===== src/rtl/fdc_rstm_pkg.sv =====
package fdc_rstm_pkg;

   // Levels of the individual reset contributors, combined in the top.
   typedef struct packed {
      logic hard;   // pin or power-on, still synchronizing or holding
      logic hold;   // run bit in the output register is in hold
      logic pulse;  // one-cycle data-rate register reset
   } rst_src_t;

   function automatic logic any_src(input rst_src_t s);
      return s.hard | s.hold | s.pulse;
   endfunction

endpackage


===== src/rtl/fdc_rstm_sync.sv =====
module fdc_rstm_sync #(
   parameter int unsigned STAGES = 2
) (
   input  logic clk,
   input  logic arst_n,
   output logic rel_n
);
   logic [STAGES-1:0] chain_q;

   always_ff @(posedge clk or negedge arst_n) begin
      if (!arst_n) chain_q <= '0;
      else         chain_q <= {chain_q[STAGES-2:0], 1'b1};
   end

   assign rel_n = chain_q[STAGES-1];
endmodule


===== src/rtl/fdc_rstm_hold.sv =====
module fdc_rstm_hold #(
   parameter int unsigned HOLD = 16
) (
   input  logic clk,
   input  logic arst_n,
   input  logic rel_n,
   output logic hold_act
);
   generate
      if (HOLD == 0) begin : g_bypass
         assign hold_act = ~rel_n;
      end else begin : g_count
         localparam int unsigned CW = $clog2(HOLD + 1);
         localparam logic [CW-1:0] LAST = CW'(HOLD);
         logic [CW-1:0] cnt_q;

         always_ff @(posedge clk or negedge arst_n) begin
            if (!arst_n)          cnt_q <= '0;
            else if (!rel_n)      cnt_q <= '0;
            else if (cnt_q != LAST) cnt_q <= cnt_q + 1'b1;
         end

         assign hold_act = (cnt_q != LAST);
      end
   endgenerate
endmodule


===== src/rtl/fdc_rstm_hostregs.sv =====
module fdc_rstm_hostregs #(
   parameter int unsigned ADDR_W   = 3,
   parameter int unsigned DATA_W   = 8,
   parameter int unsigned RUN_ADDR = 2,
   parameter int unsigned RATE_ADDR = 4,
   parameter int unsigned RUN_BIT  = 2,
   parameter int unsigned RATE_BIT = 7
) (
   input  logic              clk,
   input  logic              arst_n,
   input  logic              hard_rst,
   input  logic              wr_en,
   input  logic [ADDR_W-1:0] wr_addr,
   input  logic [DATA_W-1:0] wr_data,
   output logic              run_q,
   output logic              pulse_q
);
   logic run_hit, rate_hit;

   assign run_hit  = wr_en && (wr_addr == ADDR_W'(RUN_ADDR));
   assign rate_hit = wr_en && (wr_addr == ADDR_W'(RATE_ADDR));

   always_ff @(posedge clk or negedge arst_n) begin
      if (!arst_n) begin
         run_q   <= 1'b0;
         pulse_q <= 1'b0;
      end else begin
         pulse_q <= rate_hit && wr_data[RATE_BIT];
         if (hard_rst)     run_q <= 1'b0;
         else if (run_hit) run_q <= wr_data[RUN_BIT];
      end
   end
endmodule


===== src/rtl/fdc_reset_mgr.sv =====
module fdc_reset_mgr
   import fdc_rstm_pkg::*;
#(
   parameter int unsigned ADDR_W      = 3,
   parameter int unsigned DATA_W      = 8,
   parameter int unsigned RUN_ADDR    = 2,
   parameter int unsigned RATE_ADDR   = 4,
   parameter int unsigned RUN_BIT     = 2,
   parameter int unsigned RATE_BIT    = 7,
   parameter int unsigned SYNC_STAGES = 2,
   parameter int unsigned HOLD_CYCLES = 16,
   parameter int unsigned SPEC_W      = 16,
   parameter logic [SPEC_W-1:0] SPEC_INIT = '0
) (
   input  logic              clk,
   input  logic              por_n,
   input  logic              rst_pin_n,
   input  logic              wr_en,
   input  logic [ADDR_W-1:0] wr_addr,
   input  logic [DATA_W-1:0] wr_data,
   input  logic              pd_enter,
   input  logic              cfg_wr,
   input  logic              cfg_poll_dis,
   input  logic              spec_wr,
   input  logic [SPEC_W-1:0] spec_data,
   output logic              core_rst,
   output logic              op_abort,
   output logic              cfg_clr,
   output logic              pwr_down,
   output logic              poll_en,
   output logic [SPEC_W-1:0] spec_q
);
   // Elaboration-time parameter checks
   if (SYNC_STAGES < 2) begin : g_chk_sync
      $error("SYNC_STAGES must be at least 2");
   end
   if (RUN_ADDR == RATE_ADDR) begin : g_chk_addr
      $error("RUN_ADDR and RATE_ADDR must differ");
   end
   if (RUN_ADDR >= (1 << ADDR_W) || RATE_ADDR >= (1 << ADDR_W)) begin : g_chk_range
      $error("register address outside ADDR_W");
   end
   if (RUN_BIT >= DATA_W || RATE_BIT >= DATA_W) begin : g_chk_bit
      $error("control bit outside DATA_W");
   end

   logic     hard_arst_n;
   logic     hard_rel_n, por_rel_n, hold_act;
   logic     run_q, pulse_q;
   logic     core_d_q;
   rst_src_t src;

   assign hard_arst_n = por_n & rst_pin_n;

   fdc_rstm_sync #(.STAGES(SYNC_STAGES)) u_hard_sync (
      .clk    (clk),
      .arst_n (hard_arst_n),
      .rel_n  (hard_rel_n)
   );

   fdc_rstm_sync #(.STAGES(SYNC_STAGES)) u_por_sync (
      .clk    (clk),
      .arst_n (por_n),
      .rel_n  (por_rel_n)
   );

   fdc_rstm_hold #(.HOLD(HOLD_CYCLES)) u_hold (
      .clk      (clk),
      .arst_n   (hard_arst_n),
      .rel_n    (hard_rel_n),
      .hold_act (hold_act)
   );

   assign src.hard  = ~hard_rel_n | hold_act;

   fdc_rstm_hostregs #(
      .ADDR_W    (ADDR_W),
      .DATA_W    (DATA_W),
      .RUN_ADDR  (RUN_ADDR),
      .RATE_ADDR (RATE_ADDR),
      .RUN_BIT   (RUN_BIT),
      .RATE_BIT  (RATE_BIT)
   ) u_regs (
      .clk      (clk),
      .arst_n   (hard_arst_n),
      .hard_rst (src.hard),
      .wr_en    (wr_en),
      .wr_addr  (wr_addr),
      .wr_data  (wr_data),
      .run_q    (run_q),
      .pulse_q  (pulse_q)
   );

   assign src.hold  = ~run_q;
   assign src.pulse = pulse_q;

   assign core_rst = any_src(src);
   assign op_abort = core_rst;

   // Reset exit detection: configure clear pulses on the first free cycle.
   always_ff @(posedge clk or negedge hard_arst_n) begin
      if (!hard_arst_n) core_d_q <= 1'b1;
      else              core_d_q <= core_rst;
   end
   assign cfg_clr = core_d_q & ~core_rst;

   // Power-down state and polling enable.
   always_ff @(posedge clk or negedge hard_arst_n) begin
      if (!hard_arst_n) begin
         pwr_down <= 1'b0;
         poll_en  <= 1'b1;
      end else if (core_rst) begin
         pwr_down <= 1'b0;
         poll_en  <= 1'b1;
      end else begin
         if (pd_enter) pwr_down <= 1'b1;
         if (cfg_wr)   poll_en  <= ~cfg_poll_dis;
      end
   end

   // Specify parameters: only power-on initializes them.
   always_ff @(posedge clk or negedge por_rel_n) begin
      if (!por_rel_n)                 spec_q <= SPEC_INIT;
      else if (spec_wr && !core_rst)  spec_q <= spec_data;
   end
endmodule


===== config.mk =====
export PLATFORM = sky130hd
export DESIGN_NAME = fdc_reset_mgr
export DESIGN_NICKNAME = d
export VERILOG_FILES = /design/src/rtl/fdc_rstm_pkg.sv /design/src/rtl/fdc_rstm_sync.sv /design/src/rtl/fdc_rstm_hold.sv /design/src/rtl/fdc_rstm_hostregs.sv /design/src/rtl/fdc_reset_mgr.sv
export SDC_FILE = /design/constraint.sdc
export NUM_CORES = 1
export LEC_CHECK = 0
export BUFFER_PORTS_ARGS = -buffer_cell sky130_fd_sc_hd__buf_2
export CAP_MARGIN = 20
export CORE_ASPECT_RATIO = 1.5
export CORE_MARGIN = 5
export CORE_UTILIZATION = 27
export DETAILED_ROUTE_END_ITERATION = 12
export PLACE_DENSITY = 0.58
export SYNTH_ARGS = -nofsm -noshare
export SYNTH_HDL_FRONTEND = slang
export SYNTH_SLANG_ARGS = --single-unit

===== constraint.sdc =====
create_clock -name clk -period 1.7 [get_ports clk]
set_input_delay 0.085 -clock clk [delete_from_list [all_inputs] [get_ports clk]]
set_output_delay 0.085 -clock clk [all_outputs]
set_load 0.05 [all_outputs]

* Yosys cells after proc, flatten, opt, wreduce, memory -nomap -nowiden *
Cells that the tools add are included.
Widths: inputs -> output; s select.

word-level totals
  register bits = 30
  logic and storage cells = 39
  bits of input ports = 35

cells by class
  equal/unequal tests = 4
  $add $sub $neg = 1
  bitwise operators = 9
  mux-type cells = 8
  reduce and logical (&&, ||, !) cells = 8

operators by type and width
  kind                 count
  $mux 5               2
  $mux 1               6
  $reduce_bool 2->1    3
  $add 5x1->5 const B  1
  $ne 5x5->1 const B   1
  $logic_and 1x1->1    4
  $not 1->1            4
  $eq 3x2->1 const B   1
  $eq 3x3->1 const B   1
  $or 1x1->1           3
  $and 1x1->1          2
  $ne 2x2->1 const B   1
  $logic_not 1->1      1

* Longest topological paths before layout *
Gate-level depths: netlist of run 1.

  depth after elaboration = 6
  depth in mapped cells = 6
  mapped depth without buffers = 6

* By module *
From an unflattened synthesis of run 1, not the netlist that was laid out.

second synthesis, totals
  cell total of the unflattened synthesis = 89
  area total of the unflattened synthesis = 1,280.0 sq um

by module, submodules not included
  module             area an instance (sq um)  instances  cells each
  fdc_reset_mgr      794.5                     1          48
  fdc_rstm_hold      280.3                     1          27
  fdc_rstm_sync      53.8                      2          3
  fdc_rstm_hostregs  97.6                      1          8

* Worst setup path before layout of run 1 *
Ideal clock, no wire load.

  path type = reg-to-output
  from = register u_hold.g_count.cnt_q[0]
  to = output op_abort
  stages on the path, launching flop included = 7
  data required time = 1.615 ns
  setup slack = -0.117 ns
  arrival = 1.732 ns
  path buffers = 1
  cells stage by stage = dfrtp_1 inv_1 ha_1 and4bb_2 and4b_1 inv_1 buf_4

on the way
  longest elaborated chain between the ends = 4

ends and longest elaborated chain
  item                      RTL line             source
  start, declared           fdc_rstm_hold.sv:15  logic [CW-1:0] cnt_q;
  start signal, assigned    fdc_rstm_hold.sv:20  else if (cnt_q != LAST) cnt_q <= cnt_q + 1'b1;
  $ne 5x5->1                fdc_rstm_hold.sv:23  assign hold_act = (cnt_q != LAST);
  $or 1x1->1                fdc_reset_mgr.sv:74  assign src.hard = ~hard_rel_n | hold_act;
  $or 1x1->1 (2 in series)  fdc_rstm_pkg.sv:11   return s.hard | s.hold | s.pulse;
  end, declared             fdc_reset_mgr.sv:27  output logic op_abort,

No other way between the ends.

* Worst setup path after layout of run 1 *
  from = register u_hold.g_count.cnt_q[0]
  to = output cfg_clr

on the way
  longest elaborated chain between the ends = 6

ends and longest elaborated chain
  item                      RTL line              source
  $ne 5x5->1                fdc_rstm_hold.sv:23
  $or 1x1->1                fdc_reset_mgr.sv:74
  $or 1x1->1 (2 in series)  fdc_rstm_pkg.sv:11
  $not 1->1                 fdc_reset_mgr.sv:105  assign cfg_clr = core_d_q & ~core_rst;
  $and 1x1->1               fdc_reset_mgr.sv:105
  end, declared             fdc_reset_mgr.sv:28   output logic cfg_clr,

No other way between the ends.

==> summary.txt, run 1 <==
Floorplan
  – Count of standard-cell rows: 30
  – Area inside the core boundary: 4580 um^2
  – Starting density of the core: 28.0%
  – Top-Level Pins: 56
  – Die width: 66.2 um
  – Die area: 6250 um^2
  – Die height: 94.4 um

Critical path
  – Length in cells of the worst reg-to-reg path: 5
  – Worst Setup Start Kind: register
  – Source of the worst register-to-register timing path: u_hold.g_count.cnt_q[0]
  – CP Max Fanout: 3
  – Setup crit end kind: output pin
  – Reg2Reg Setup Slack: 0.08 ns
  – Critical Path RT: 1.62 ns
  – Reg-to-Reg End: spec_q[5]
  – Worst endpoint data arrival time: 1.73 ns
  – Category of the most critical setup path: register to output pin

STA
  – Transition time at the pin with the least slew margin: 0.633 ns
  – Setup-violating endpoint count in the final report: 3
  – Minimum period implied by the final worst setup slack: 1.81 ns
  – Worst slack on hold paths: 0.0324 ns
  – Post-route fraction of the period consumed by the critical path: 107%
  – Final-report max-slew violation count: 0
  – Highest Clock Rate: 552 MHz
  – Min setup slack post-route: -0.112 ns
  – Rel. slew slack: 57.8%
  – Setup skew after layout: 0.00907 ns
  – Setup repair after global routing missed its margin: true
  – Number of endpoints with negative hold slack in the final report: 0
  – Setup_tns: -0.324 ns

Clocking
  – Max Buffers Root-to-Sink: 2
  – Cell chosen for the clock root: clkbuf_8
  – Clock tree sinks: 30
  – CTS H-tree depth: 2
  – Clock tree from TritonCTS: done
  – Clock Pin Slew Worst Setup and Hold Paths: 0.07 ns
  – Latest clock arrival within the worst-skew pair: 0.28 ns
  – Number of buffers inserted during clock tree synthesis: 5

Min path
  – Number of instances on the worst hold path: 2
  – Endpoint of the worst hold path: spec_q[13]
  – Class of the worst hold path: input pin to register
  – Min-Delay Startpoint: spec_data[13]

Final layout
  – Area growth from synthesis to final layout: 41.0%
  – Final-layout fill cell count: 457
  – Net total in the final layout: 189
  – Count of antenna diodes in the layout: 0
  – Core occupancy in the finished layout: 39.5%
  – Fraction of layout cells with a size suffix above 1: 60.8%

Pwr
  – Power density over cell area: 783 nW/um^2
  – Leak pwr: 0.971 nW
  – Max IR drop VDD: 0.455 mV
  – Total power: 1.42 mW

Drt
  – Initial drt markers: 10
  – Remaining routing DRC violations: 0
  – Final WL: 2720 um
  – Routed Antenna Nets: 0
  – Total number of vias: 893
  – Routed WL per cell: 12.6 um
  – First-pass iteration count of the detailed router: 4
  – Via/cell ratio: 4.12

Global routing
  – Total congestion overflow: 0
  – Via count of the first global-routing pass: 1037
  – First-pass GRT wire length: 4600 um
  – GRT Resource Usage Total: 9.78%
  – Maximum number of pins on one net before global-route repair: 17
  – Antenna violations before repair: 0

Flow run
  – Reported max-cap violation count: 0

Synthesis
  – Portion of the post-synthesis area used by sequential elements: 58.8%
  – Post-synthesis register bit count: 30
  – Warnings from Yosys: 0
  – Per-instance average area after synthesis: 14.9 um^2
  – Post-synthesis cell type count: 27
  – Cell count after synthesis: 86
  – Cell area after synthesis: 1280 um^2

Outcome
  – Violations in the final reports: setup timing
  – Outcome: complete, but fails checks

Placed design
  – Count of buffers inserted at the top-level ports: 49
  – Total half-perimeter wirelength after legalization and detailed placement: 1990 um
  – Final RePlAce weighted congestion: 0.616
[worst max path at each step]
| stage | cells after the start | slack [ns] | startpoint | end |
|---|---|---|---|---|
| after global routing | 6 | -0.19 | u_hold.g_count.cnt_q[0] | op_abort |
| after floorplan | 6 | -0.10 | u_hold.g_count.cnt_q[0] | op_abort |
| final | 6 | -0.11 | u_hold.g_count.cnt_q[0] | cfg_clr |
| after CTS | 6 | -0.10 | u_hold.g_count.cnt_q[0] | cfg_clr |
| after global placement | 5 | 0.06 | u_hold.g_count.cnt_q[0] | spec_q[7] |
| after detailed placement | 5 | 0.01 | u_hold.g_count.cnt_q[0] | spec_q[5] |
[worst max-delay path, stage by stage, from the launching register on]
cell	delay, ns
dfrtp_1	0.40
inv_2	0.09
ha_4	0.14
and4bb_2	0.24
and4b_2	0.28
and2_4	0.16
buf_8	0.14
[final cells by class]
class / count / area (um^2) / area share (%)
flip-flops and latches: 30 / 753 / 41.7
well taps: 64 / 80.1 / 4.43
repair buffers: 60 / 358 / 19.8
clock buffers: 7 / 86.3 / 4.78
multi-input cells: 52 / 509 / 28.2
inverters: 3 / 15.0 / 0.831
clock inverters: 1 / 5.00 / 0.277
[cells in the mapped netlist]
cell type / number / share of area [%]
xnor2_1: 2 / 1.4
ha_1: 2 / 2.0
mux2_4: 10 / 12
dfstp_2: 2 / 4.1
nor2_1: 4 / 1.2
nand4b_1: 1 / 0.68
and3_2: 1 / 0.59
mux2i_1: 1 / 0.78
conb_1: 1 / 0.29
and2_1: 4 / 2.0
nand2_1: 7 / 2.1
a21boi_0: 1 / 0.59
xor2_1: 1 / 0.68
inv_1: 3 / 0.88
and3_1: 1 / 0.49
buf_12: 1 / 1.6
buf_4: 1 / 0.59
mux2_2: 6 / 5.3
dfrtp_1: 28 / 55
nand3_1: 2 / 0.78
nor2_8: 1 / 1.6
and4b_1: 1 / 0.78
o21ai_0: 1 / 0.39
nand4bb_4: 1 / 2.1
and4bb_2: 1 / 0.98
nand4b_2: 1 / 1.2
nor4bb_1: 1 / 0.78
[power by group]
group | internal [mW] | switching (mW) | leakage, nW | total (mW)
logic | 0.0572 | 0.0372 | 0.522 | 0.0944
clock network | 0.326 | 0.255 | 0.0482 | 0.580
registers | 0.725 | 0.0153 | 0.401 | 0.741
[kinds of logic after synthesis]
kind of cell	count (synthesis)	share of synthesized area [%]
other	1	0.293
AO/OA/AOI/OAI	2	0.976
flip-flops	30	58.8
buffers and inverters	5	3.03
AND/OR/NAND/NOR	26	15.1
multiplexers	17	17.8
adder cells (fa/ha/maj)	2	1.95
XOR/XNOR	3	2.05
[placed cells by master, fill, tap and decap left out, drive strengths merged, types with 2 or more instances in the layout]
cell type | Yosys | final
dfstp | 2 | 2
dfrtp | 28 | 28
nand4b | 2 | 2
conb | 1 | 2
buf | 2 | 57
inv | 3 | 2
clkbuf | 0 | 7
nand2 | 7 | 7
xnor2 | 2 | 2
and3 | 2 | 2
nand3 | 2 | 2
and2 | 4 | 4
nor2 | 5 | 5
mux2 | 16 | 16
ha | 2 | 2
dlygate4sd3 | 0 | 3
[flip-flops by register name, indices dropped and copies added, names as in the netlist, 2 cells and up]
signal / cells
u_por_sync.chain_q: 2
u_hard_sync.chain_q: 2
spec_q: 16
u_hold.g_count.cnt_q: 5
[metrics by stage]
stage | setup slack (ns) | instance area [um^2] | std cells
5_1_grt | -0.190 | 1810 | 217
4_1_cts | -0.105 | 1780 | 214
3_3_place_gp | 0.0645 | 1610 | 201
2_1_floorplan | -0.104 | 1300 | 87
6_report | -0.112 | 1810 | 217
3_5_place_dp | 0.0129 | 1610 | 201
[metal layers]
layer / up-vias / wire [um] / track usage (%)
met3: 5 / 271 / 4.17
met1: 419 / 1050 / 10.4
met5: - / 0 / 0
met2: 50 / 1350 / 16.5
met4: 0 / 50 / 4.58
li1: 419 / - / -
[what timing repair did]
action,in CTS,in global routing
hold endpoints to repair,13,0
pin swaps,1,2
buffers inserted,2,3
endpoints found under the setup margin,7,10
cloned,0,0
gates resized for setup,12,0
hold buffers,3,0
No activity file was read; power rests on OpenSTA's default activity.
==> run 2: changes to the inputs <==
--- a/config.mk
+++ b/config.mk
@@ -5,13 +5,15 @@
 export SDC_FILE = /design/constraint.sdc
 export NUM_CORES = 1
 export LEC_CHECK = 0
+export ABC_AREA = 1
 export BUFFER_PORTS_ARGS = -buffer_cell sky130_fd_sc_hd__buf_2
 export CAP_MARGIN = 20
 export CORE_ASPECT_RATIO = 1.5
 export CORE_MARGIN = 5
 export CORE_UTILIZATION = 27
 export DETAILED_ROUTE_END_ITERATION = 12
-export PLACE_DENSITY = 0.58
+export PLACE_DENSITY = 0.59
+export RECOVER_POWER = 25
 export SYNTH_ARGS = -nofsm -noshare
 export SYNTH_HDL_FRONTEND = slang
 export SYNTH_SLANG_ARGS = --single-unit
==> run 2 against run 1 <==
Effect of this change:
- the run now ends clean
- sequential share of layout area increased by 1.2 points
- total power decreased by 3.8%
- clock-buffer cell count increased by 1
- critical endpoint unchanged
==> summary.txt, run 2 <==
Drt
  – Remaining routing DRC violations: 0
  – Via/cell ratio: 4.14
  – Total number of vias: 1081
  – Initial drt markers: 10
  – Routed WL per cell: 11.2 um
  – Routed Antenna Nets: 0
  – Final WL: 2930 um
  – First-pass iteration count of the detailed router: 3

Critical path
  – Buf+Inv Stages, Crit Path: 4
  – Longest individual stage delay on the worst path: 0.39 ns
  – Master of the slowest instance on the critical path: dfrtp_1
  – Worst Setup Start Kind: register
  – CP Max Fanout: 5
  – Category of the most critical setup path: register to output pin
  – Crit-path most repeated cell: inv_2
  – CP Cell Sequence: inv_2, ha_4, nand2_2, inv_2, nand3_4, nor2_8, inv_2, nor2_2, buf_6
  – Setup crit end kind: output pin
  – Worst endpoint data arrival time: 1.53 ns
  – CP delay by family, top: flip-flops
  – Critical Path RT: 1.62 ns

Final layout
  – Net total in the final layout: 233
  – Largest Register: spec_q
  – Count of antenna diodes in the layout: 0
  – Commonest cells after routing, fill and taps aside: buf_2 (47), nand2_1 (37), dfrtp_1 (28)
  – Fraction of layout cells with a size suffix above 1: 39.1%
  – Final-layout fill cell count: 504
  – Area growth from synthesis to final layout: 39.8%
  – Flip-flop count of the largest register, all copies and words added: 16
  – Commonest non-fill, non-tap cell in the layout: buf_2
  – Biggest regs: spec_q: 16 flops, u_hold.g_count.cnt_q: 5 flops

Floorplan
  – Count of standard-cell rows: 30
  – Starting density of the core: 27.7%
  – Die height: 93.6 um
  – Top-Level Pins: 56
  – Die area: 6150 um^2
  – Area inside the core boundary: 4540 um^2
  – Die width: 65.7 um

Pwr
  – Total power: 1.36 mW
  – Max IR drop VDD: 0.478 mV
  – Power density over cell area: 774 nW/um^2
  – Leak pwr: 1.00 nW

Clocking
  – CTS H-tree depth: 2
  – Clock tree sinks: 30
  – Clock tree from TritonCTS: done
  – Max Buffers Root-to-Sink: 2
  – Number of buffers inserted during clock tree synthesis: 5
  – Clock Pin Slew Worst Setup and Hold Paths: 0.06 ns
  – Latest clock arrival within the worst-skew pair: 0.27 ns
  – Cell chosen for the clock root: clkbuf_8

STA
  – Setup-violating endpoint count in the final report: 0
  – Highest Clock Rate: 619 MHz
  – Post-route fraction of the period consumed by the critical path: 95.0%
  – Setup repair after global routing missed its margin: false
  – Final-report max-slew violation count: 0
  – Setup_tns: 0 ns
  – Min setup slack post-route: 0.0856 ns
  – Setup skew after layout: 0.00729 ns
  – Number of endpoints with negative hold slack in the final report: 0
  – Transition time at the pin with the least slew margin: 0.664 ns
  – Rel. slew slack: 55.7%
  – Minimum period implied by the final worst setup slack: 1.61 ns

Global routing
  – Via count of the first global-routing pass: 1118
  – GRT Resource Usage Total: 10.6%
  – Total congestion overflow: 0
  – First-pass GRT wire length: 5000 um
  – Maximum number of pins on one net before global-route repair: 17
  – Antenna violations before repair: 0

Synthesis
  – Most common library cells after synthesis: nand2_1 (38), dfrtp_1 (28), nand3_1 (23)
  – Post-synthesis cell type count: 22
  – Share of the synthesized area in the top cell type: 55.7%
  – Dominant cell type by area after synthesis: dfrtp_1
  – Portion of the post-synthesis area used by sequential elements: 59.9%
  – Commonest register cell after synthesis: dfrtp_1
  – Number of enable flip-flop cells after synthesis: 0
  – Fraction of the mapped netlist area in adder cells: 1.99%
  – Xor and xnor area share after synthesis: 0.697%
  – Synth Area in Compound Gates: 2.79%
  – Share of cell area taken by muxes after synthesis: 0%
  – Synth Area in Simple Gates: 28.6%
  – Async S/R FF share, synth: 100%
  – Largest family of logic cells by synthesized area: simple AND/OR/NAND/NOR gates
  – Most frequent cell after synthesis: nand2_1
  – Cell count after synthesis: 132
  – Per-instance average area after synthesis: 9.53 um^2
  – Warnings from Yosys: 0
  – Cells taking the most area after synthesis: dfrtp_1 (56%), nand2_1 (11%), nand3_1 (9.2%)
  – Cell area after synthesis: 1260 um^2
  – Post-synthesis register bit count: 30

Outcome
  – Outcome: finished clean

Placed design
  – Count of buffers inserted at the top-level ports: 49
  – Total half-perimeter wirelength after legalization and detailed placement: 2220 um
  – Final RePlAce weighted congestion: 0.730
  – Place WS: 0.116 ns

Flow run
  – Reported max-cap violation count: 0

Min path
  – Class of the worst hold path: input pin to register
[run 2: kinds of logic (layout without fill, tap and decap cells)]
logic type,count (synthesis),in the layout
fa+ha+maj,2,2
flops,30,30
xor+xnor,1,1
compound gates,7,7
simple gates,75,75
other cells,1,2
buf+inv,16,80
[run 2: area by class of cell]
class | count | area [um^2] | area share, %
clock buffer | 8 | 80.1 | 4.56
inverter | 11 | 41.3 | 2.35
multi-input combinational | 87 | 453 | 25.8
sequential | 30 | 753 | 42.8
tap | 64 | 80.1 | 4.56
timing repair buffer | 61 | 350 | 19.9
[run 2: final timing paths]
kind / depth (start not counted) / endpoint / startpoint / slack (ns)
setup / recovery: 9 / cfg_clr / u_hold.g_count.cnt_q[0] / 0.09
hold / removal: 3 / spec_q[0] / spec_data[0] / 0.04
setup reg to reg: 10 / spec_q[12] / u_hold.g_count.cnt_q[0] / 0.20
hold reg to reg: 0 / spec_q[15] / u_por_sync.chain_q[1] / 0.27
max in group asynchronous: 4 / poll_en / por_n / 0.88
min in group asynchronous: 2 / u_por_sync.chain_q[0] / por_n / 0.14
[run 2: power breakdown]
group	internal [mW]	switching (mW)	total [mW]
Sequential	0.725	0.0171	0.743
Clock	0.290	0.234	0.524
Combinational	0.0513	0.0428	0.0941
Total	1.07	0.294	1.36
[run 2: stage by stage]
step                      hold WS, ns  util, %  cells  cell area [um^2]
final                          0.0399     38.7    261              1760
after detailed placement       -0.120     34.8    244              1580
after CTS                      0.0299     38.1    259              1730
after global routing           0.0232     38.7    261              1760
after global placement         -0.120     34.8    244              1580
after floorplan                -0.211        -    133              1260
[run 2: per-layer routing]
metal,part of all wire [%],GRT usage [%],vias up,wire length [um]
li1,-,-,541,-
met1,40,11.7,501,1170
met2,52,18.1,32,1510
met3,6.6,3.73,7,194
met4,2.0,4.67,0,58
met5,0,0,-,0
[run 2: tightest hold or removal path, stage by stage]
cell	delay (ns)
buf_2	0.07
nand3_1	0.06
nand2_1	0.06
[run 2: repair_timing]
action | CTS | global route
hold buffers | 4 | 0
gates resized for setup | 5 | 3
pin swaps | 1 | 1
endpoints found under the hold margin | 13 | 0
buffers inserted | 3 | 2
setup endpoints to repair | 3 | 3
==> run 3: changes to the inputs <==
--- a/config.mk
+++ b/config.mk
@@ -11,9 +11,11 @@
 export CORE_ASPECT_RATIO = 1.5
 export CORE_MARGIN = 5
 export CORE_UTILIZATION = 27
+export CTS_CLUSTER_SIZE = 28
 export DETAILED_ROUTE_END_ITERATION = 12
-export PLACE_DENSITY = 0.59
+export PLACE_DENSITY = 0.58
 export RECOVER_POWER = 25
 export SYNTH_ARGS = -nofsm -noshare
 export SYNTH_HDL_FRONTEND = slang
+export SYNTH_HIERARCHICAL = 1
 export SYNTH_SLANG_ARGS = --single-unit
==> run 3 against run 2 <==
Effect of this change:
- design area up 10%
- maximum frequency decreased by 4.5%
- non-clock buffer count up 3
- die area is 7.9% higher
- total power rose by 4.1%
- worst hold slack about the same
- sequential share of layout area down 3.9 points
- critical path depth grew 2
- flip-flop and latch count did not move
==> summary.txt, run 3 <==
Outcome
  – Outcome: finished clean

STA
  – Final-report max-slew violation count: 0
  – Number of endpoints with negative hold slack in the final report: 0
  – Worst slack on hold paths: 0.0396 ns
  – Minimum period implied by the final worst setup slack: 1.69 ns
  – Setup-violating endpoint count in the final report: 0
  – Highest Clock Rate: 591 MHz
  – Setup repair after global routing missed its margin: true
  – Post-route fraction of the period consumed by the critical path: 99.5%
  – Rel. slew slack: 57.4%
  – Setup skew after layout: 0.00327 ns
  – Transition time at the pin with the least slew margin: 0.638 ns

Critical path
  – Category of the most critical setup path: register to output pin
  – Setup crit end kind: output pin
  – Worst Setup Start Kind: register
  – CP Max Fanout: 4
  – Worst endpoint data arrival time: 1.61 ns
  – Critical Path RT: 1.62 ns

Final layout
  – Flip-flop count of the largest register, all copies and words added: 16
  – Count of antenna diodes in the layout: 0
  – Post-Layout Inst Area: 1930 um^2
  – Fraction of layout cells with a size suffix above 1: 45.1%
  – Final-layout fill cell count: 499
  – Commonest non-fill, non-tap cell in the layout: buf_2
  – Number of standard cells in the final layout excluding fillers: 281
  – Largest Register: spec_q
  – Commonest cells after routing, fill and taps aside: buf_2 (46), nand2_1 (45), dfrtp_1 (28)
  – Area growth from synthesis to final layout: 41.0%
  – Net total in the final layout: 251
  – Biggest regs: spec_q: 16 flops, u_hold/g_count.cnt_q: 5 flops

Synthesis
  – Portion of the post-synthesis area used by sequential elements: 54.9%
  – Total nets after synthesis: 185
  – Most frequent cell after synthesis: nand2_1
  – Cell count after synthesis: 148
  – Most common library cells after synthesis: nand2_1 (46), dfrtp_1 (28), nand3_1 (14)
  – Per-instance average area after synthesis: 9.27 um^2
  – Commonest register cell after synthesis: dfrtp_1
  – Post-synthesis register bit count: 30
  – Cells taking the most area after synthesis: dfrtp_1 (51%), nand2_1 (13%), nand3_2 (7.3%)
  – Warnings from Yosys: 6
  – Async S/R FF share, synth: 100%
  – Cell area after synthesis: 1370 um^2
  – Share of the synthesized area in the top cell type: 51.1%
  – Dominant cell type by area after synthesis: dfrtp_1
  – Number of enable flip-flop cells after synthesis: 0
  – Post-synthesis cell type count: 23

Placed design
  – Post-Place Cells: 265
  – Final RePlAce weighted congestion: 0.722
  – Cell area after placement: 1730 um^2
  – Total half-perimeter wirelength after legalization and detailed placement: 2280 um
  – Count of buffers inserted at the top-level ports: 49

Clocking
  – Clock Pin Slew Worst Setup and Hold Paths: 0.06 ns
  – Number of buffers inserted during clock tree synthesis: 5
  – Clock tree sinks: 30
  – Max Buffers Root-to-Sink: 2
  – Clock tree from TritonCTS: done
  – Latest clock arrival within the worst-skew pair: 0.27 ns
  – Cell chosen for the clock root: clkbuf_8
  – CTS H-tree depth: 2

Drt
  – First-pass iteration count of the detailed router: 4
  – Initial drt markers: 57
  – Routed WL per cell: 10.5 um
  – Via/cell ratio: 4.10
  – Routed Antenna Nets: 0
  – Final WL: 2960 um
  – Remaining routing DRC violations: 0
  – Total number of vias: 1152

Floorplan
  – Die height: 97.3 um
  – Count of standard-cell rows: 31
  – Starting density of the core: 28.1%
  – Top-Level Pins: 56
  – Area inside the core boundary: 4890 um^2
  – Die width: 68.2 um
  – Die area: 6630 um^2

Pwr
  – Leak pwr: 1.10 nW
  – Power density over cell area: 733 nW/um^2
  – Max IR drop VDD: 0.289 mV

Global routing
  – GRT Resource Usage Total: 9.92%
  – Total congestion overflow: 0
  – Antenna violations before repair: 0
  – First-pass GRT wire length: 5090 um
  – Via count of the first global-routing pass: 1204
  – Maximum number of pins on one net before global-route repair: 17

Min path
  – Class of the worst hold path: input pin to register

Flow run
  – Reported max-cap violation count: 0
run 3: changes by cell type after synthesis, moves of 2 or more:
| cell | before | now |
|---|---|---|
| inv_1 | 8 | 13 |
| nand3_2 | 0 | 10 |
| a21oi_1 | 2 | 0 |
| clkbuf_1 | 2 | 0 |
| nor2_1 | 7 | 9 |
| nand2_2 | 0 | 3 |
| nand2_1 | 38 | 46 |
| o21ai_0 | 5 | 1 |
| nand3_1 | 23 | 14 |
run 3: kinds of logic after synthesis:
logic type                 after synthesis  share of synthesized area [%]
AOI/OAI and AO/OA                        3                           1.37
and+or+nand+nor                         90                           33.6
DFF                                     30                           54.9
buffers and inverters                   21                           7.75
adders and majority gates                2                           1.82
other                                    2                          0.548
run 3: where the power goes:
part | internal [mW] | switching (mW)
logic | 0.0564 | 0.0564
clock network | 0.326 | 0.239
registers | 0.725 | 0.0145
run 3: path summary, 6_finish.rpt:
check / endpoint / from / slack (ns) / cells past startpoint
min in group asynchronous: u_por_sync/chain_q[0] / por_n / 0.16 / 2
max reg2reg: spec_q[12] / u_hold/g_count.cnt_q[0] / 0.15 / 12
min reg2reg: spec_q[13] / u_por_sync/chain_q[1] / 0.26 / 0
min: spec_q[3] / spec_data[3] / 0.04 / 3
max: cfg_clr / u_hold/g_count.cnt_q[0] / 0.009 / 11
max in group asynchronous: core_d_q / por_n / 0.85 / 4
run 3: worst max-delay path, stage by stage, from the launching register on:
cell and delay (ns):
dfrtp_1 0.39, inv_2 0.09, ha_4 0.14, inv_2 0.03, nor2_2 0.10, nand2_2 0.07
inv_2 0.07, nand2_4 0.06, nor2_8 0.10, inv_4 0.05, nor2_4 0.09, buf_8 0.15
run 3: final cells by class:
class | count | area, um^2 | share of cell area, %
clock buffers | 7 | 86.3 | 4.47
clock inverters | 1 | 5.00 | 0.259
inverters | 16 | 62.6 | 3.24
multi-input cells | 97 | 544 | 28.2
flip-flops and latches | 30 | 753 | 39.0
well taps | 66 | 82.6 | 4.27
repair buffers | 64 | 399 | 20.6
run 3: per-layer routing:
layer / share of wire (%) / up-vias / track usage [%]
met3: 7.9 / 6 / 2.89
met4: 2.2 / 0 / 5.05
met5: 0 / - / 0
met2: 54 / 36 / 18.4
li1: - / 586 / -
met1: 35 / 524 / 9.20
run 3: stage by stage:
step | util, % | worst slack, ns | total power [mW] | setup TNS (ns)
after floorplan | - | 0.0267 | 0.791 | 0
final | 39.6 | 0.00928 | 1.42 | 0
after CTS | 39.0 | 0.00453 | 1.44 | 0
after detailed placement | 35.3 | 0.0894 | 0.847 | 0
after global routing | 39.6 | -0.115 | 1.49 | -0.203
after global placement | 35.3 | 0.129 | 0.846 | 0
run 3: repair_timing:
item                       in CTS  in global routing
setup buffers                   3                  1
setup endpoints to repair       3                 10
hold buffers                    4                  0
cloned                          0                  0
gates resized for setup         8                  8
hold endpoints to repair       13                  0
pin swaps                       2                  0
